File: src/rtl/adc_trig_pkg.sv
package adc_trig_pkg;

  localparam int unsigned NUM_HW_SRC = 6;

  localparam logic [2:0] CODE_NONE = 3'b000;
  localparam logic [2:0] CODE_NOW  = 3'b001;

  // a stored code names a hardware source when its upper two bits are not both 0
  function automatic logic code_is_hw(input logic [2:0] code);
    return code[2] | code[1];
  endfunction

  // source vector layout: [1:0] external pins, [5:2] timer matches
  function automatic logic [2:0] code_src_index(input logic [2:0] code);
    logic [2:0] idx;
    if (code[2]) idx = {1'b0, code[1:0]} + 3'd2;
    else         idx = {2'b00, code[0]};
    return idx;
  endfunction

endpackage

File: src/rtl/adc_trig_select.sv
module adc_trig_select
  import adc_trig_pkg::*;
#(
  parameter int unsigned SYNC_STAGES = 2
) (
  input  logic                  clk,
  input  logic                  rst_n,
  input  logic [NUM_HW_SRC-1:0] hw_srcs,
  input  logic [2:0]            code,
  input  logic                  invert,
  input  logic                  enable,
  output logic                  hw_edge
);

  localparam int unsigned LAST = SYNC_STAGES - 1;

  logic                   sel_raw;
  logic [SYNC_STAGES-1:0] sync_q;
  logic                   prev_q;

  assign sel_raw = hw_srcs[code_src_index(code)] ^ invert;

  generate
    for (genvar s = 0; s < SYNC_STAGES; s++) begin : g_sync
      if (s == 0) begin : g_first
        always_ff @(posedge clk or negedge rst_n)
          if (!rst_n) sync_q[0] <= 1'b0;
          else        sync_q[0] <= sel_raw;
      end else begin : g_next
        always_ff @(posedge clk or negedge rst_n)
          if (!rst_n) sync_q[s] <= 1'b0;
          else        sync_q[s] <= sync_q[s-1];
      end
    end
  endgenerate

  always_ff @(posedge clk or negedge rst_n)
    if (!rst_n) prev_q <= 1'b0;
    else        prev_q <= sync_q[LAST];

  assign hw_edge = enable & sync_q[LAST] & ~prev_q;

  // one rise yields a single-cycle edge, never two in a row
  a_r4_single_edge: assert property (@(posedge clk) disable iff (!rst_n)
    hw_edge |=> !hw_edge);

endmodule

File: src/rtl/adc_conv_timer.sv
module adc_conv_timer #(
  parameter int unsigned CONV_CYCLES = 65
) (
  input  logic clk,
  input  logic rst_n,
  input  logic start_req,
  output logic start_go,
  output logic conv_finish,
  output logic busy
);

  localparam int unsigned CW = (CONV_CYCLES > 2) ? $clog2(CONV_CYCLES) : 1;
  localparam logic [CW-1:0] LOAD = CW'(CONV_CYCLES - 1);

  logic [CW-1:0] cnt_q;
  logic          busy_q;

  assign start_go    = start_req & ~busy_q;
  assign conv_finish = busy_q & (cnt_q == '0);
  assign busy        = busy_q;

  always_ff @(posedge clk or negedge rst_n) begin
    if (!rst_n) begin
      busy_q <= 1'b0;
      cnt_q  <= '0;
    end else if (start_go) begin
      busy_q <= 1'b1;
      cnt_q  <= LOAD;
    end else if (busy_q) begin
      if (cnt_q == '0) busy_q <= 1'b0;
      else             cnt_q  <= cnt_q - 1'b1;
    end
  end

  // a running conversion stays busy until its count ends
  a_r7_no_abort: assert property (@(posedge clk) disable iff (!rst_n)
    busy_q && !conv_finish |=> busy_q);

  // requests during a conversion do not reload the counter
  a_r6_no_reload: assert property (@(posedge clk) disable iff (!rst_n)
    busy_q && !conv_finish && start_req |=> cnt_q != LOAD || CW'(CONV_CYCLES - 1) == '0);

endmodule

File: src/rtl/adc_result_reg.sv
module adc_result_reg #(
  parameter int unsigned NUM_CH   = 8,
  parameter int unsigned SAMPLE_W = 12,
  parameter int unsigned CHW      = 3
) (
  input  logic                         clk,
  input  logic                         rst_n,
  input  logic                         start_go,
  input  logic [CHW-1:0]               start_chan,
  input  logic                         conv_busy,
  input  logic                         conv_finish,
  input  logic [NUM_CH*SAMPLE_W-1:0]   samples,
  input  logic                         rd_result,
  output logic [SAMPLE_W-1:0]          result_data,
  output logic [CHW-1:0]               result_chan,
  output logic                         done
);

  logic [SAMPLE_W-1:0] smp [NUM_CH];
  logic [CHW-1:0]      conv_chan_q;

  generate
    for (genvar g = 0; g < NUM_CH; g++) begin : g_slice
      assign smp[g] = samples[g*SAMPLE_W +: SAMPLE_W];
    end
  endgenerate

  always_ff @(posedge clk or negedge rst_n)
    if (!rst_n)        conv_chan_q <= '0;
    else if (start_go) conv_chan_q <= start_chan;

  always_ff @(posedge clk or negedge rst_n) begin
    if (!rst_n) begin
      result_data <= '0;
      result_chan <= '0;
      done        <= 1'b0;
    end else if (conv_finish) begin
      result_data <= smp[conv_chan_q];
      result_chan <= conv_chan_q;
      done        <= 1'b1;
    end else if (rd_result) begin
      done <= 1'b0;
    end
  end

  // the finishing edge raises the completion flag
  a_r2_done_on_finish: assert property (@(posedge clk) disable iff (!rst_n)
    conv_finish |=> done);

  // a read without a coincident completion clears the flag
  a_r9_read_clears: assert property (@(posedge clk) disable iff (!rst_n)
    rd_result && !conv_finish |=> !done);

  // the running conversion keeps its channel
  a_r6_chan_kept: assert property (@(posedge clk) disable iff (!rst_n)
    conv_busy && !conv_finish |=> $stable(conv_chan_q));

  // reported channel is the one that was converting
  a_r10_chan_reported: assert property (@(posedge clk) disable iff (!rst_n)
    conv_finish |=> result_chan == $past(conv_chan_q));

endmodule

File: src/rtl/adc_trig_ctrl.sv
module adc_trig_ctrl
  import adc_trig_pkg::*;
#(
  parameter int unsigned NUM_CH      = 8,
  parameter int unsigned SAMPLE_W    = 12,
  parameter int unsigned CONV_CYCLES = 65,
  parameter int unsigned SYNC_STAGES = 2,
  localparam int unsigned CHW        = (NUM_CH > 1) ? $clog2(NUM_CH) : 1
) (
  input  logic                       clk,
  input  logic                       rst_n,
  input  logic                       ctrl_wr,
  input  logic                       ctrl_burst,
  input  logic [2:0]                 ctrl_code,
  input  logic                       ctrl_fall,
  input  logic [CHW-1:0]             ctrl_chan,
  input  logic [1:0]                 ext_trig,
  input  logic [3:0]                 match_trig,
  input  logic [NUM_CH*SAMPLE_W-1:0] samples,
  input  logic                       rd_result,
  output logic [SAMPLE_W-1:0]        result_data,
  output logic [CHW-1:0]             result_chan,
  output logic                       conv_busy,
  output logic                       done,
  output logic                       irq,
  output logic                       dma_breq
);

  logic           burst_q;
  logic [2:0]     code_q;
  logic           fall_q;
  logic [CHW-1:0] chan_q;

  logic           sw_start;
  logic           hw_enable;
  logic           hw_edge;
  logic           start_req;
  logic           start_go;
  logic           conv_finish;
  logic [CHW-1:0] start_chan;

  always_ff @(posedge clk or negedge rst_n) begin
    if (!rst_n) begin
      burst_q <= 1'b0;
      code_q  <= CODE_NONE;
      fall_q  <= 1'b0;
      chan_q  <= '0;
    end else if (ctrl_wr) begin
      burst_q <= ctrl_burst;
      code_q  <= ctrl_code;
      fall_q  <= ctrl_fall;
      chan_q  <= ctrl_chan;
    end
  end

  assign sw_start   = ctrl_wr & ~ctrl_burst & (ctrl_code == CODE_NOW);
  assign hw_enable  = ~burst_q & code_is_hw(code_q);
  assign start_req  = sw_start | hw_edge;
  assign start_chan = ctrl_wr ? ctrl_chan : chan_q;

  adc_trig_select #(.SYNC_STAGES(SYNC_STAGES)) u_select (
    .clk     (clk),
    .rst_n   (rst_n),
    .hw_srcs ({match_trig, ext_trig}),
    .code    (code_q),
    .invert  (fall_q),
    .enable  (hw_enable),
    .hw_edge (hw_edge)
  );

  adc_conv_timer #(.CONV_CYCLES(CONV_CYCLES)) u_timer (
    .clk         (clk),
    .rst_n       (rst_n),
    .start_req   (start_req),
    .start_go    (start_go),
    .conv_finish (conv_finish),
    .busy        (conv_busy)
  );

  adc_result_reg #(.NUM_CH(NUM_CH), .SAMPLE_W(SAMPLE_W), .CHW(CHW)) u_result (
    .clk         (clk),
    .rst_n       (rst_n),
    .start_go    (start_go),
    .start_chan  (start_chan),
    .conv_busy   (conv_busy),
    .conv_finish (conv_finish),
    .samples     (samples),
    .rd_result   (rd_result),
    .result_data (result_data),
    .result_chan (result_chan),
    .done        (done)
  );

  assign irq      = done;
  assign dma_breq = done;

  // a hardware edge never starts a conversion in scan mode
  a_r5_burst_blocks: assert property (@(posedge clk) disable iff (!rst_n)
    burst_q && !sw_start |=> !$rose(conv_busy));

  // an accepted software start is busy on the next cycle
  a_r2_sw_starts: assert property (@(posedge clk) disable iff (!rst_n)
    sw_start && !conv_busy |=> conv_busy);

  // both request lines track the completion flag after each edge
  a_r8_requests: assert property (@(posedge clk) disable iff (!rst_n)
    1'b1 |=> (irq == done) && (dma_breq == done));

endmodule

File: config.mk
export PLATFORM = sky130hd
export DESIGN_NAME = adc_trig_ctrl
export DESIGN_NICKNAME = d
export VERILOG_FILES = /design/src/rtl/adc_trig_pkg.sv /design/src/rtl/adc_trig_select.sv /design/src/rtl/adc_conv_timer.sv /design/src/rtl/adc_result_reg.sv /design/src/rtl/adc_trig_ctrl.sv
export SDC_FILE = /design/constraint.sdc
export NUM_CORES = 1
export LEC_CHECK = 0
export BUFFER_PORTS_ARGS = -buffer_cell sky130_fd_sc_hd__buf_2
export CAP_MARGIN = 20
export CORE_MARGIN = 1.5
export CORE_UTILIZATION = 30
export DETAILED_ROUTE_END_ITERATION = 8
export GPL_TIMING_DRIVEN = 0
export PLACE_DENSITY_LB_ADDON = 0.3
export SLEW_MARGIN = 25
export SYNTH_ARGS = -nofsm -noshare
export SYNTH_HDL_FRONTEND = slang
export SYNTH_HIERARCHICAL = 1
export SYNTH_SLANG_ARGS = --single-unit
export TNS_END_PERCENT = 50
File: constraint.sdc
create_clock -name clk -period 4.9 [get_ports clk]
set_clock_uncertainty 0.2 [all_clocks]
set_input_delay 0 -clock clk [delete_from_list [all_inputs] [get_ports clk]]
set_output_delay 0 -clock clk [all_outputs]
set_load 0.03 [all_outputs]
# Word level (Yosys, flattened, before mapping)
# Index checks and enable logic that the tools add are counted.
[totals]
ff_bits = 38
word_cells = 53
[op_classes]
n_addsub = 2
magnitude_cmp = 2
eq_ne = 2
mux = 15
bitwise_logic = 15
n_reduce_logical = 4
[ops]
columns = ["op", "count"]
rows = [
  ["$bmux W12 S3", 1],
  ["$mux W12", 2],
  ["$mux W7", 3],
  ["$and A1 B1 Y1", 7],
  ["$logic_not A7 Y1", 1],
  ["$sub A7 B1 Y7 const B", 1],
  ["$mux W1", 6],
  ["$mux W3", 2],
  ["$ge A4 B4 Y1 const B", 1],
  ["$lt A3 B4 Y1 const B", 1],
  ["$not A1 Y1", 4],
  ["$not A3 Y4", 1],
  ["$reduce_bool A2 Y1", 2],
  ["$add A2 B2 Y3 const B", 1],
  ["$bmux W1 S3", 1],
  ["$eq A3 B1 Y1 const B", 1],
  ["$ne A2 B2 Y1 const B", 1],
  ["$or A1 B1 Y1", 2],
  ["$reduce_and A2 Y1", 1],
  ["$xor A1 B1 Y1", 1],
]

# Logic depth before layout (Yosys ltp)
# Gate-level depths: netlist of run 1.
[logic_depth]
word_depth = 8
depth_mapped = 8
ltp_nobuf = 8

# Hierarchy
# The synthesis of run 1 kept the hierarchy.
[modules_own_cells]
columns = ["mod", "instances", "cells_each", "area_per_inst_um2"]
rows = [
  ["adc_result_reg", 1, 104, 1357.6],
  ["adc_conv_timer", 1, 44, 439.2],
  ["adc_trig_ctrl", 1, 23, 376.6],
  ["adc_trig_select", 1, 9, 140.1],
]

# Worst setup path after synthesis of run 1
# Ideal clock, no wire load.
[synth_path]
path_kind = "reg-to-reg"
startpoint = "register u_timer.cnt_q[0]"
endpoint = "register u_result.result_data[4]"
setup_ns = 0.066
arrival_ns = 1.950
slack_ns = 2.683
path_stages_with_launch = 9
path_buffers = 1
cell_sequence = "dfrtp_1 inv_1 ha_1 nor4b_1 and3_1 buf_2 or3b_2 o32ai_1 a221o_1"
[synth_via]
elab_chain_cells = 2
[synth_lines]
columns = ["item", "line_no", "rtl"]
rows = [
  ["start: declaration", "adc_conv_timer.sv:15", "logic [CW-1:0] cnt_q;"],
  ["start signal: assignment", "adc_conv_timer.sv:31", "else cnt_q <= cnt_q - 1'b1;"],
  ["$logic_not A7 Y1", "adc_conv_timer.sv:19", "assign conv_finish = busy_q & (cnt_q == '0);"],
  ["$and A1 B1 Y1", "adc_conv_timer.sv:19", ""],
  ["net conv_finish", "adc_trig_ctrl.sv:39", "logic conv_finish;"],
  ["end signal: assignment", "adc_result_reg.sv:38", "result_data <= smp[conv_chan_q];"],
  ["end: declaration", "adc_result_reg.sv:14", "output logic [SAMPLE_W-1:0] result_data,"],
]
# The timed path passes the listed nets, and every way through them passes these cells.
# A chain may end at the register's enable or synchronous reset.

# Worst setup path in the final report of run 1
[layout_path]
startpoint = "register u_timer.cnt_q[0]"
endpoint = "register u_result.result_data[1]"
# Same word-level chain as after synthesis.

==> results of run 1 <==
-- final timing paths --
path	depth (start not counted)	end	startpoint	slack, ns
min in group asynchronous	2	u_timer/cnt_q[2]	rst_n	0.17
min reg2reg	0	u_select/sync_q[1]	u_select/sync_q[0]	0.16
min	4	u_timer/cnt_q[6]	ctrl_wr	0.02
max in group asynchronous	2	u_result/result_data[4]	rst_n	3.79
max	10	u_result/result_data[1]	u_timer/cnt_q[0]	1.30
max reg2reg	10	u_result/result_data[1]	u_timer/cnt_q[0]	1.30
-- registers in the layout, summed over array words and instances, names as in the netlist, 2 cells and up --
signal                cells
chan_q                    3
code_q                    3
u_result/conv_chan_q      3
u_result/result_chan      3
u_result/result_data     12
u_select/sync_q           2
u_timer/cnt_q             7
-- cell type report --
class                      instances  area, sq um  share of cell area [%]
tap                               99        123.9                   3.208
timing repair buffer             194         1286                   33.31
sequential                        38        950.9                   24.63
inverter                           7        26.28                  0.6805
buffer                            13        90.09                   2.333
clock buffer                       5        68.82                   1.782
multi-input combinational        122         1246                   32.27
clock inverter                     3        68.82                   1.782
-- power groups by stage --
stage	clock [mW]	sequential, mW	combinational (mW)
floorplan	0	0.637	0.551
global placement	0	0.512	0.908
detailed placement	0	0.515	0.918
CTS	0.329	0.511	1.08
global route	0.344	0.530	1.17
finish	0.318	0.513	1.09
-- cell families after synthesis --
group	synth area share (%)
compound gates	13.25
xor+xnor	0.3787
fa+ha+maj	0.5407
buf+inv	5.030
flops	41.10
mux	33.04
simple gates	6.652
-- cell usage in the layout, fill, tap and decap left out, types with 2 or more instances in the layout --
cell	instances
mux2_4	9
mux4_2	13
buf_6	3
mux2i_1	28
dlygate4sd3_1	63
a221o_1	12
a21o_1	2
buf_4	4
o22ai_1	10
mux2_2	5
clkbuf_1	3
nand2b_1	2
dfrtp_1	38
nor2_1	8
nand2_1	4
o32ai_1	3
clkbuf_8	5
inv_1	7
o21ai_0	5
buf_2	134
bufinv_16	2
-- timing repair --
item / 4_1_cts / 5_1_grt
endpoints found under the hold margin: 63 / 0
hold buffers: 63 / 0
gates resized for setup: 0 / 0
buffers inserted: 0 / 0
-- tightest hold or removal path, stage by stage --
cell and delay [ns]:
buf_6 0.13, a21o_1 0.19, nor2_1 0.10, a21oi_1 0.04
-- metal layers --
| layer | wire length (um) | vias to the layer above |
|---|---|---|
| met5 | 0 | - |
| met4 | 192 | 0 |
| met3 | 342 | 17 |
| met2 | 3712 | 71 |
| met1 | 3306 | 1149 |
| li1 | - | 1106 |
==> results.json, run 1 <==
{
  "antenna_found_initial": 0,
  "ir_worst_vdd_uv": 190.8,
  "drv_cap": 0,
  "yosys_warnings": 6,
  "p_int_mw": 1.205,
  "place_ws_ns": 2.374,
  "synth-main-ff-cell": "dfrtp_1",
  "status": "completed",
  "worst_pin_slew_ns": 0.8742,
  "drt-pass1-iter-count": 4,
  "hold_viol": 0,
  "vias": 2343,
  "syn_area_sq_um": 2313,
  "placed_cells": 410,
  "fill_cells": 671,
  "cp-end-kind": "register",
  "max_stage_delay_ns": 0.60,
  "hold_class": "in -> reg",
  "viasPerCell": 4.871,
  "routedWlPerCell_um": 15.70,
  "cp_num_buf_inv": 4,
  "final_antenna_net_count": 0,
  "cts_sinks": 38,
  "layout_setup_ws_ns": 1.303,
  "clkPwrFrac_pct": 16.6,
  "yosysSeqAreaShare_pct": 41.10,
  "dieArea_sq_um": 8247,
  "drive_gt1_share_pct": 47.64,
  "synth.area.top_cells": "dfrtp_1, mux4_2, mux2i_1",
  "fin_crit_ns": 3.597,
  "cts_buffers": 5,
  "syn_nets": 295,
  "switchingPower_mw": 0.7138,
  "clockBufferDepth": 2,
  "hold_ws_ns": 0.01729,
  "grt_pass1_vias": 2427,
  "crit_chain": "inv_1, ha_1, nor4b_1, and3_1, buf_2, nand3_1, o22ai_1, dlygate4sd3_1, a221o_1, dlygate4sd3_1",
  "track_usage_pct": 18.49,
  "power.density_nw_per_um2": 496.9,
  "synth-edff-count": 0,
  "synthArstFlopShare_pct": 100.0,
  "clk_latency_ns": 0.29,
  "ys_ff_latch": 38,
  "area_growth_pct": 66.90,
  "root_buffer": "clkbuf_8",
  "crit_fanout": 9,
  "fin_util_pct": 52.39,
  "arrival_ns": 3.62,
  "grtUsageMet1_pct": 24.70,
  "hpwlAfterDp_um": 5292,
  "maxSlewViolCount": 0,
  "boundaryPins": 133,
  "synth_cell_type_count": 39,
  "rsz0062_at_grt": "no",
  "dpl_cell_area_sq_um": 3093,
  "synth_largest_area_cell": "dfrtp_1",
  "p_total_mw": 1.918,
  "yosysTopAreaCellShare_pct": 41.10,
  "syn_avg_cell_area_sq_um": 12.85,
  "synth_cells": 180,
  "grt_max_degree": 39,
  "slew_headroom_pct": 41.72,
  "crit_required_ns": 4.92,
  "place_congestion": 0.7637,
  "crit_type": "reg -> reg",
  "htreeDepth": 2,
  "core_sq_um": 7370,
  "drt_iter0_drc": 71,
  "use_met3_pct": 3.114,
  "synth_most_common_cell": "dfrtp_1",
  "synth_top_cells_by_count": "dfrtp_1, mux2i_1, mux4_2",
  "pwr-share-seq_pct": 26.7,
  "fin_cells": 481,
  "leakage_nw": 1.908,
  "grt_use_met2_pct": 29.45,
  "crit_top_cell": "dlygate4sd3_1",
  "rows": 31,
  "die_w_um": 90.82,
  "grt.overflow.total": 0,
  "setup_tns_ns": 0,
  "power_frac_comb_pct": 56.7,
  "clkTransAtPathRegs_ns": 0.08,
  "wl_um": 7553,
  "nets": 496,
  "critical_path.top_delay_family": "buffers and inverters",
  "critical-path-slowest-cell": "dlygate4sd3_1",
  "drc": 0,
  "period_share_pct": 73.41,
  "cp-start-kind": "register",
  "stdcell_area_sq_um": 3861,
  "cts_tree": "done",
  "p_sw_share_pct": 37.21,
  "max_freq_mhz": 278.0,
  "busiest_layer": "met2",
  "initial_core_util_pct": 31.39,
  "n_antenna_cell": 0,
  "setup_violations": 0,
  "grt_pass1_wl_um": 11930,
  "die_h_um": 90.82,
  "numPortBuffers": 131
}
Note: power is estimated with default switching activity, not from simulation.
==> run 2, diff against run 1 <==
- ABC_AREA: not set -> 1
- clock period: 4.9 -> 3.4 ns (I/O delays scaled with it)
==> run 2 against run 1 <==
The flow now finishes with violations (design-rule violations). Sequential share of layout area decreased by 3.3 points. Hold slack better by 0.0026 ns. Critical path depth increased by 1. Synthesized cell count is 150% higher. First-iteration DRC count grew to 2.6 times the previous value. Setup slack worse by 1.1 ns. Cell area up 15%. Cell count grew 60%. Fmax increased by 14%. Global-route usage is 1.4 points higher. Combinational power is 81% lower. Sequential cell count unchanged. Largest cell class unchanged.
==> results.json, run 2 <==
{
  "grt_max_degree": 39,
  "hold_class": "in -> reg",
  "synthMuxAreaShare_pct": 0.4106,
  "crit_type": "reg -> reg",
  "core_sq_um": 8806,
  "place_congestion": 0.8369,
  "synth_top_family_by_area": "simple AND/OR/NAND/NOR gates",
  "fin_crit_ns": 3.167,
  "grt_pass1_wl_um": 15590,
  "initial_core_util_pct": 31.15,
  "arrival_ns": 3.20,
  "leakage_nw": 2.430,
  "crit_fanout": 10,
  "drt_iter0_drc": 184,
  "cts_setup_buffers": 0,
  "synth_cell_type_count": 26,
  "power.density_nw_per_um2": 261.2,
  "synth_xor_area_share_pct": 0.3193,
  "fill_cells": 868,
  "syn_area_sq_um": 2743,
  "grt_pass1_vias": 3451,
  "worst_pin_slew_ns": 0.8747,
  "synth_top_cells_by_count": "nand2_1, nand3_1, inv_1",
  "numPortBuffers": 131,
  "boundaryPins": 133,
  "ff_latch_area_sq_um": 950.9,
  "slew_headroom_pct": 41.69,
  "hold_viol": 0,
  "synth-main-ff-cell": "dfrtp_1",
  "viasPerCell": 4.500,
  "drt-pass1-iter-count": 6,
  "hpwlAfterDp_um": 6834,
  "drc": 4,
  "yosysSeqAreaShare_pct": 34.67,
  "placed_cells": 683,
  "period_share_pct": 93.14,
  "hold_ws_ns": 0.01987,
  "ir_worst_vdd_uv": 218.5,
  "dieArea_sq_um": 9725,
  "synth_adder_area_share_pct": 0.4562,
  "regMostFlops": "u_result/result_data",
  "violations": "design-rule violations",
  "mostFrequentLayoutCells": "nand2_1, buf_2, nand3_1, dlygate4sd3_1, inv_1",
  "yosys_warnings": 6,
  "maxSlewViolCount": 0,
  "fin_cells": 768,
  "syn_avg_cell_area_sq_um": 6.177,
  "synth_cells": 444,
  "crit_chain": "inv_1, ha_1, nand3_1, nor2_1, inv_2, nor2_1, buf_4, nand3_1, dlygate4sd3_1, nand3_1, dlygate4sd3_1",
  "synth_largest_area_cell": "dfrtp_1",
  "clkTransAtPathRegs_ns": 0.08,
  "wl_um": 9575,
  "clockBufferDepth": 2,
  "setup_tns_ns": 0,
  "cp-end-kind": "register",
  "max_freq_mhz": 315.8,
  "syn_nets": 559,
  "root_buffer": "clkbuf_8",
  "drive_gt1_share_pct": 27.58,
  "cts_sinks": 38,
  "r2r_cells": 11,
  "rows": 34,
  "cp-start-kind": "register",
  "setup_violations": 0,
  "die_h_um": 98.62,
  "rsz0062_at_grt": "no",
  "max_stage_delay_ns": 0.55,
  "nets": 774,
  "synth_most_common_cell": "nand2_1",
  "routedWlPerCell_um": 12.47,
  "htreeDepth": 2,
  "antenna_found_initial": 0,
  "final_common_cell": "nand2_1",
  "critical-path-slowest-cell": "dlygate4sd3_1",
  "multi_input_area_sq_um": 1360,
  "grt.overflow.total": 0,
  "yosysTopAreaCellShare_pct": 34.67,
  "yosys.area_share.simple_pct": 46.08,
  "synth.area.top_cells": "dfrtp_1, nand2_1, nand3_1",
  "synthArstFlopShare_pct": 100.0,
  "drv_cap": 0,
  "synth-edff-count": 0,
  "vias": 3456,
  "synth-compound-area-share_pct": 2.327,
  "crit_top_cell": "nand3_1",
  "cts_buffers": 5,
  "hold_path_depth": 6,
  "top_regs": "u_result/result_data (12), u_timer/cnt_q (7)",
  "final_antenna_net_count": 0,
  "n_antenna_cell": 0,
  "area_growth_pct": 62.36,
  "largest_reg_flops": 12,
  "status": "complete, but fails checks",
  "crit_required_ns": 3.44,
  "die_w_um": 98.62,
  "ys_ff_latch": 38,
  "cts_tree": "done",
  "track_usage_pct": 19.92,
  "clk_latency_ns": 0.29
}
==> run 2: cell types whose count changed after synthesis, sizes merged, moves of 12 or more <==
cell,previous run,this run
a221o,12,0
inv,7,78
mux2,14,1
mux2i,28,0
mux4,13,0
nand2,4,188
nand3,1,83
==> run 2: logic make-up (layout without fill, tap and decap cells) <==
logic type      count (synthesis)  after routing
compound gates                 12             12
xor+xnor                        1              1
fa+ha+maj                       1              1
buf+inv                        99            315
flops                          38             38
mux                             1              1
simple gates                  292            292
==> run 2: power by group <==
part	internal, mW	switching, mW	total [mW]
Sequential	0.467	0.00815	0.475
Clock	0.313	0.172	0.485
Combinational	0.120	0.0828	0.203
Total	0.900	0.263	1.16
==> run 2: what timing repair did <==
item | 4_1_cts | 5_1_grt
gates resized for setup | 0 | 5
endpoints found under the hold margin | 63 | 0
hold buffers | 77 | 0
setup endpoints to repair | 0 | 2
==> run 2: area by class of cell <==
type / instances / area share [%]
multi-input cells: 307 / 30.54
clock buffers: 6 / 1.854
inverters: 78 / 6.687
flip-flops and latches: 38 / 21.35
repair buffers: 208 / 32.03
well taps: 108 / 3.035
clock inverters: 2 / 1.349
plain buffers: 21 / 3.147
==> run 2: metal layers <==
metal / global-route usage, % / vias to the layer above / part of all wire, %
met5: 0 / - / 0
li1: - / 1776 / -
met2: 37.55 / 135 / 50
met3: 3.617 / 10 / 7.1
met4: 3.736 / 0 / 0.84
met1: 23.73 / 1535 / 42
==> run 2: through the flow <==
step                cell area [sq um]  power (mW)  utilization (%)  setup slack [ns]
finish                           4453       1.163            50.57            0.2333
global route                     4453       1.215            50.57           0.01698
CTS                              4447       1.167            50.50            0.1633
detailed placement               3533      0.6312            40.13             1.261
global placement                 3533      0.6295            40.13             1.275
floorplan                        2743      0.5439                -             1.589
==> run 2: worst paths after layout <==
check	to	from	slack (ns)
hold / removal	u_result/conv_chan_q[0]	ctrl_wr	0.02
setup reg to reg	u_result/result_data[4]	u_timer/cnt_q[0]	0.23
setup / recovery	u_result/result_data[4]	u_timer/cnt_q[0]	0.23
hold reg to reg	u_select/prev_q	u_select/sync_q[1]	0.18
max in group asynchronous	u_timer/busy	rst_n	2.29
min in group asynchronous	code_q[0]	rst_n	0.16
==> run 2: critical path: cells and delay by family, from the launching register on <==
kind | cells | cell delay (ns)
flip-flops | 1 | 0.39
adder cells (fa/ha/maj) | 1 | 0.26
AND/OR/NAND/NOR | 5 | 0.68
buffers and inverters | 5 | 1.58
==> run 3, diff against run 2 <==
- CORE_ASPECT_RATIO: not set -> 1.75
==> run 3 against run 2 <==
The run now ends clean. Clock-buffer cell count grew 1. Hold slack got worse by 0.0057 ns. Non-clock buffer count shrank 1. Sequential power is essentially flat. Die area up 0.23%. Fmax is 1.9% lower. First-iteration DRC count decreased by 18%. Highest routed layer unchanged.
==> results.json, run 3 (same netlist as run 2, synthesis figures left out) <==
{
  "regMostFlops": "u_result/result_data",
  "cp-end-kind": "register",
  "rsz0062_at_grt": "no",
  "hold_path_depth": 5,
  "drv_cap": 0,
  "place_congestion": 0.8744,
  "initial_core_util_pct": 30.55,
  "top_regs": "u_result/result_data (12), u_timer/cnt_q (7)",
  "cts_sinks": 38,
  "mostFrequentLayoutCells": "nand2_1, buf_2, nand3_1, dlygate4sd3_1, inv_1",
  "die_w_um": 75.28,
  "fin_crit_ns": 3.228,
  "timing.rr.start": "u_result/conv_chan_q[0]",
  "rows": 46,
  "worst_pin_slew_ns": 0.8603,
  "drive_gt1_share_pct": 27.31,
  "cts_tree": "done",
  "hold_class": "in -> reg",
  "hp-start": "ctrl_wr",
  "leakage_nw": 2.437,
  "stdcell_area_sq_um": 4483,
  "drt_iter0_drc": 150,
  "n_antenna_cell": 0,
  "fin_util_pct": 49.93,
  "fill_cells": 935,
  "slew_headroom_pct": 42.65,
  "die_h_um": 129.5,
  "crit_required_ns": 3.41,
  "busiest_layer": "met2",
  "boundaryPins": 133,
  "grtUsageMet1_pct": 21.18,
  "root_buffer": "clkbuf_16",
  "max_freq_mhz": 309.8,
  "r2r_cells": 9,
  "track_usage_pct": 20.09,
  "drt-pass1-iter-count": 4,
  "grt_use_met2_pct": 39.88,
  "status": "completed",
  "largest_reg_flops": 12,
  "dpl_cell_area_sq_um": 3548,
  "numPortBuffers": 131,
  "htreeDepth": 2,
  "dieArea_sq_um": 9747,
  "clkTransAtPathRegs_ns": 0.06,
  "crit_fanout": 14,
  "hpwlAfterDp_um": 6924,
  "final_common_cell": "nand2_1",
  "wl_um": 9546,
  "routedWlPerCell_um": 12.25,
  "area_growth_pct": 63.46,
  "p_total_mw": 1.195,
  "rrSetupSlack_ns": 0.17,
  "vias": 3477,
  "reg2reg_to": "u_result/result_data[10]",
  "nets": 773,
  "crit_type": "reg -> reg",
  "cp-start-kind": "register",
  "setup_tns_ns": 0,
  "grt_pass1_vias": 3447,
  "power.density_nw_per_um2": 266.7,
  "maxSlewViolCount": 0,
  "period_share_pct": 94.94,
  "use_met3_pct": 2.411,
  "final_antenna_net_count": 0,
  "cts_buffers": 5,
  "grt_pass1_wl_um": 15160,
  "core_sq_um": 8979,
  "clockBufferDepth": 2,
  "grt.overflow.total": 0,
  "placed_cells": 695,
  "antenna_found_initial": 0,
  "hold_viol": 0,
  "holdPathEnd": "u_result/conv_chan_q[2]",
  "setup_violations": 0,
  "drc": 0,
  "viasPerCell": 4.463,
  "fin_cells": 779,
  "grt_max_degree": 39,
  "clk_latency_ns": 0.27,
  "arrival_ns": 3.24,
  "ir_worst_vdd_uv": 230.4
}
## run 3: changes by cell type in the layout (fill, tap and decap cells not counted)
| cell | previous run | this run |
|---|---|---|
| buf_2 | 140 | 141 |
| buf_4 | 6 | 5 |
| bufinv_16 | 2 | 1 |
| clkbuf_1 | 1 | 3 |
| clkbuf_16 | 0 | 5 |
| clkbuf_2 | 1 | 0 |
| clkbuf_8 | 6 | 0 |
| nor2_1 | 13 | 12 |
| nor2_2 | 3 | 4 |
## run 3: worst max path at each step
stage	endpoint	startpoint	cells after the start
finish	u_result/result_data[10]	u_result/conv_chan_q[0]	9
global route	u_result/result_data[5]	u_timer/cnt_q[0]	11
CTS	u_result/result_data[4]	u_timer/cnt_q[0]	11
detailed placement	u_result/result_data[4]	u_timer/cnt_q[0]	9
global placement	u_result/result_data[4]	u_timer/cnt_q[0]	9
floorplan	u_result/result_data[4]	u_timer/cnt_q[0]	9
## run 3: layout make-up
cell class / instances / area, sq um / area share, %
Buffer: 20 / 132.6 / 2.958
Clock buffer: 7 / 132.6 / 2.958
Clock inverter: 1 / 30.03 / 0.6698
Inverter: 78 / 297.8 / 6.642
Multi-Input combinational cell: 307 / 1363 / 30.39
Sequential cell: 38 / 950.9 / 21.21
Tap cell: 120 / 150.1 / 3.349
Timing Repair Buffer: 208 / 1426 / 31.82
## run 3: worst max-delay path: stages (launching register included)
cell and delay (ns):
dfrtp_1 0.41, inv_2 0.23, buf_2 0.33, nand2_1 0.08, nand3_1 0.07, dlygate4sd3_1 0.54
nand3_1 0.07, dlygate4sd3_1 0.58, nand3_1 0.09, dlygate4sd3_1 0.56
## run 3: timing repair
action                                 4_1_cts  5_1_grt
setup buffers                                0        0
gates resized for setup                      0        2
endpoints found under the hold margin       63        0
hold buffers                                77        0
setup endpoints to repair                    0        4
## run 3: through the flow
step                      worst slack, ns  hold slack [ns]
final                              0.1721          0.01419
after global routing              0.02672          0.05494
after CTS                          0.1690          0.01711
after detailed placement            1.263         -0.01863
after global placement              1.269         -0.03218
after floorplan                     1.589          -0.4956
## run 3: power by group
part	internal (mW)	switching (mW)	leakage [nW]
clock	0.347	0.171	0.0781
combinational	0.121	0.0804	1.95
sequential	0.468	0.00822	0.406
total	0.936	0.260	2.44
## run 3: layer usage
| metal | vias up | share of wire (%) |
|---|---|---|
| met5 | - | 0 |
| met4 | 0 | 1.9 |
| met3 | 15 | 4.3 |
| met2 | 117 | 57 |
| met1 | 1573 | 37 |
| li1 | 1772 | - |
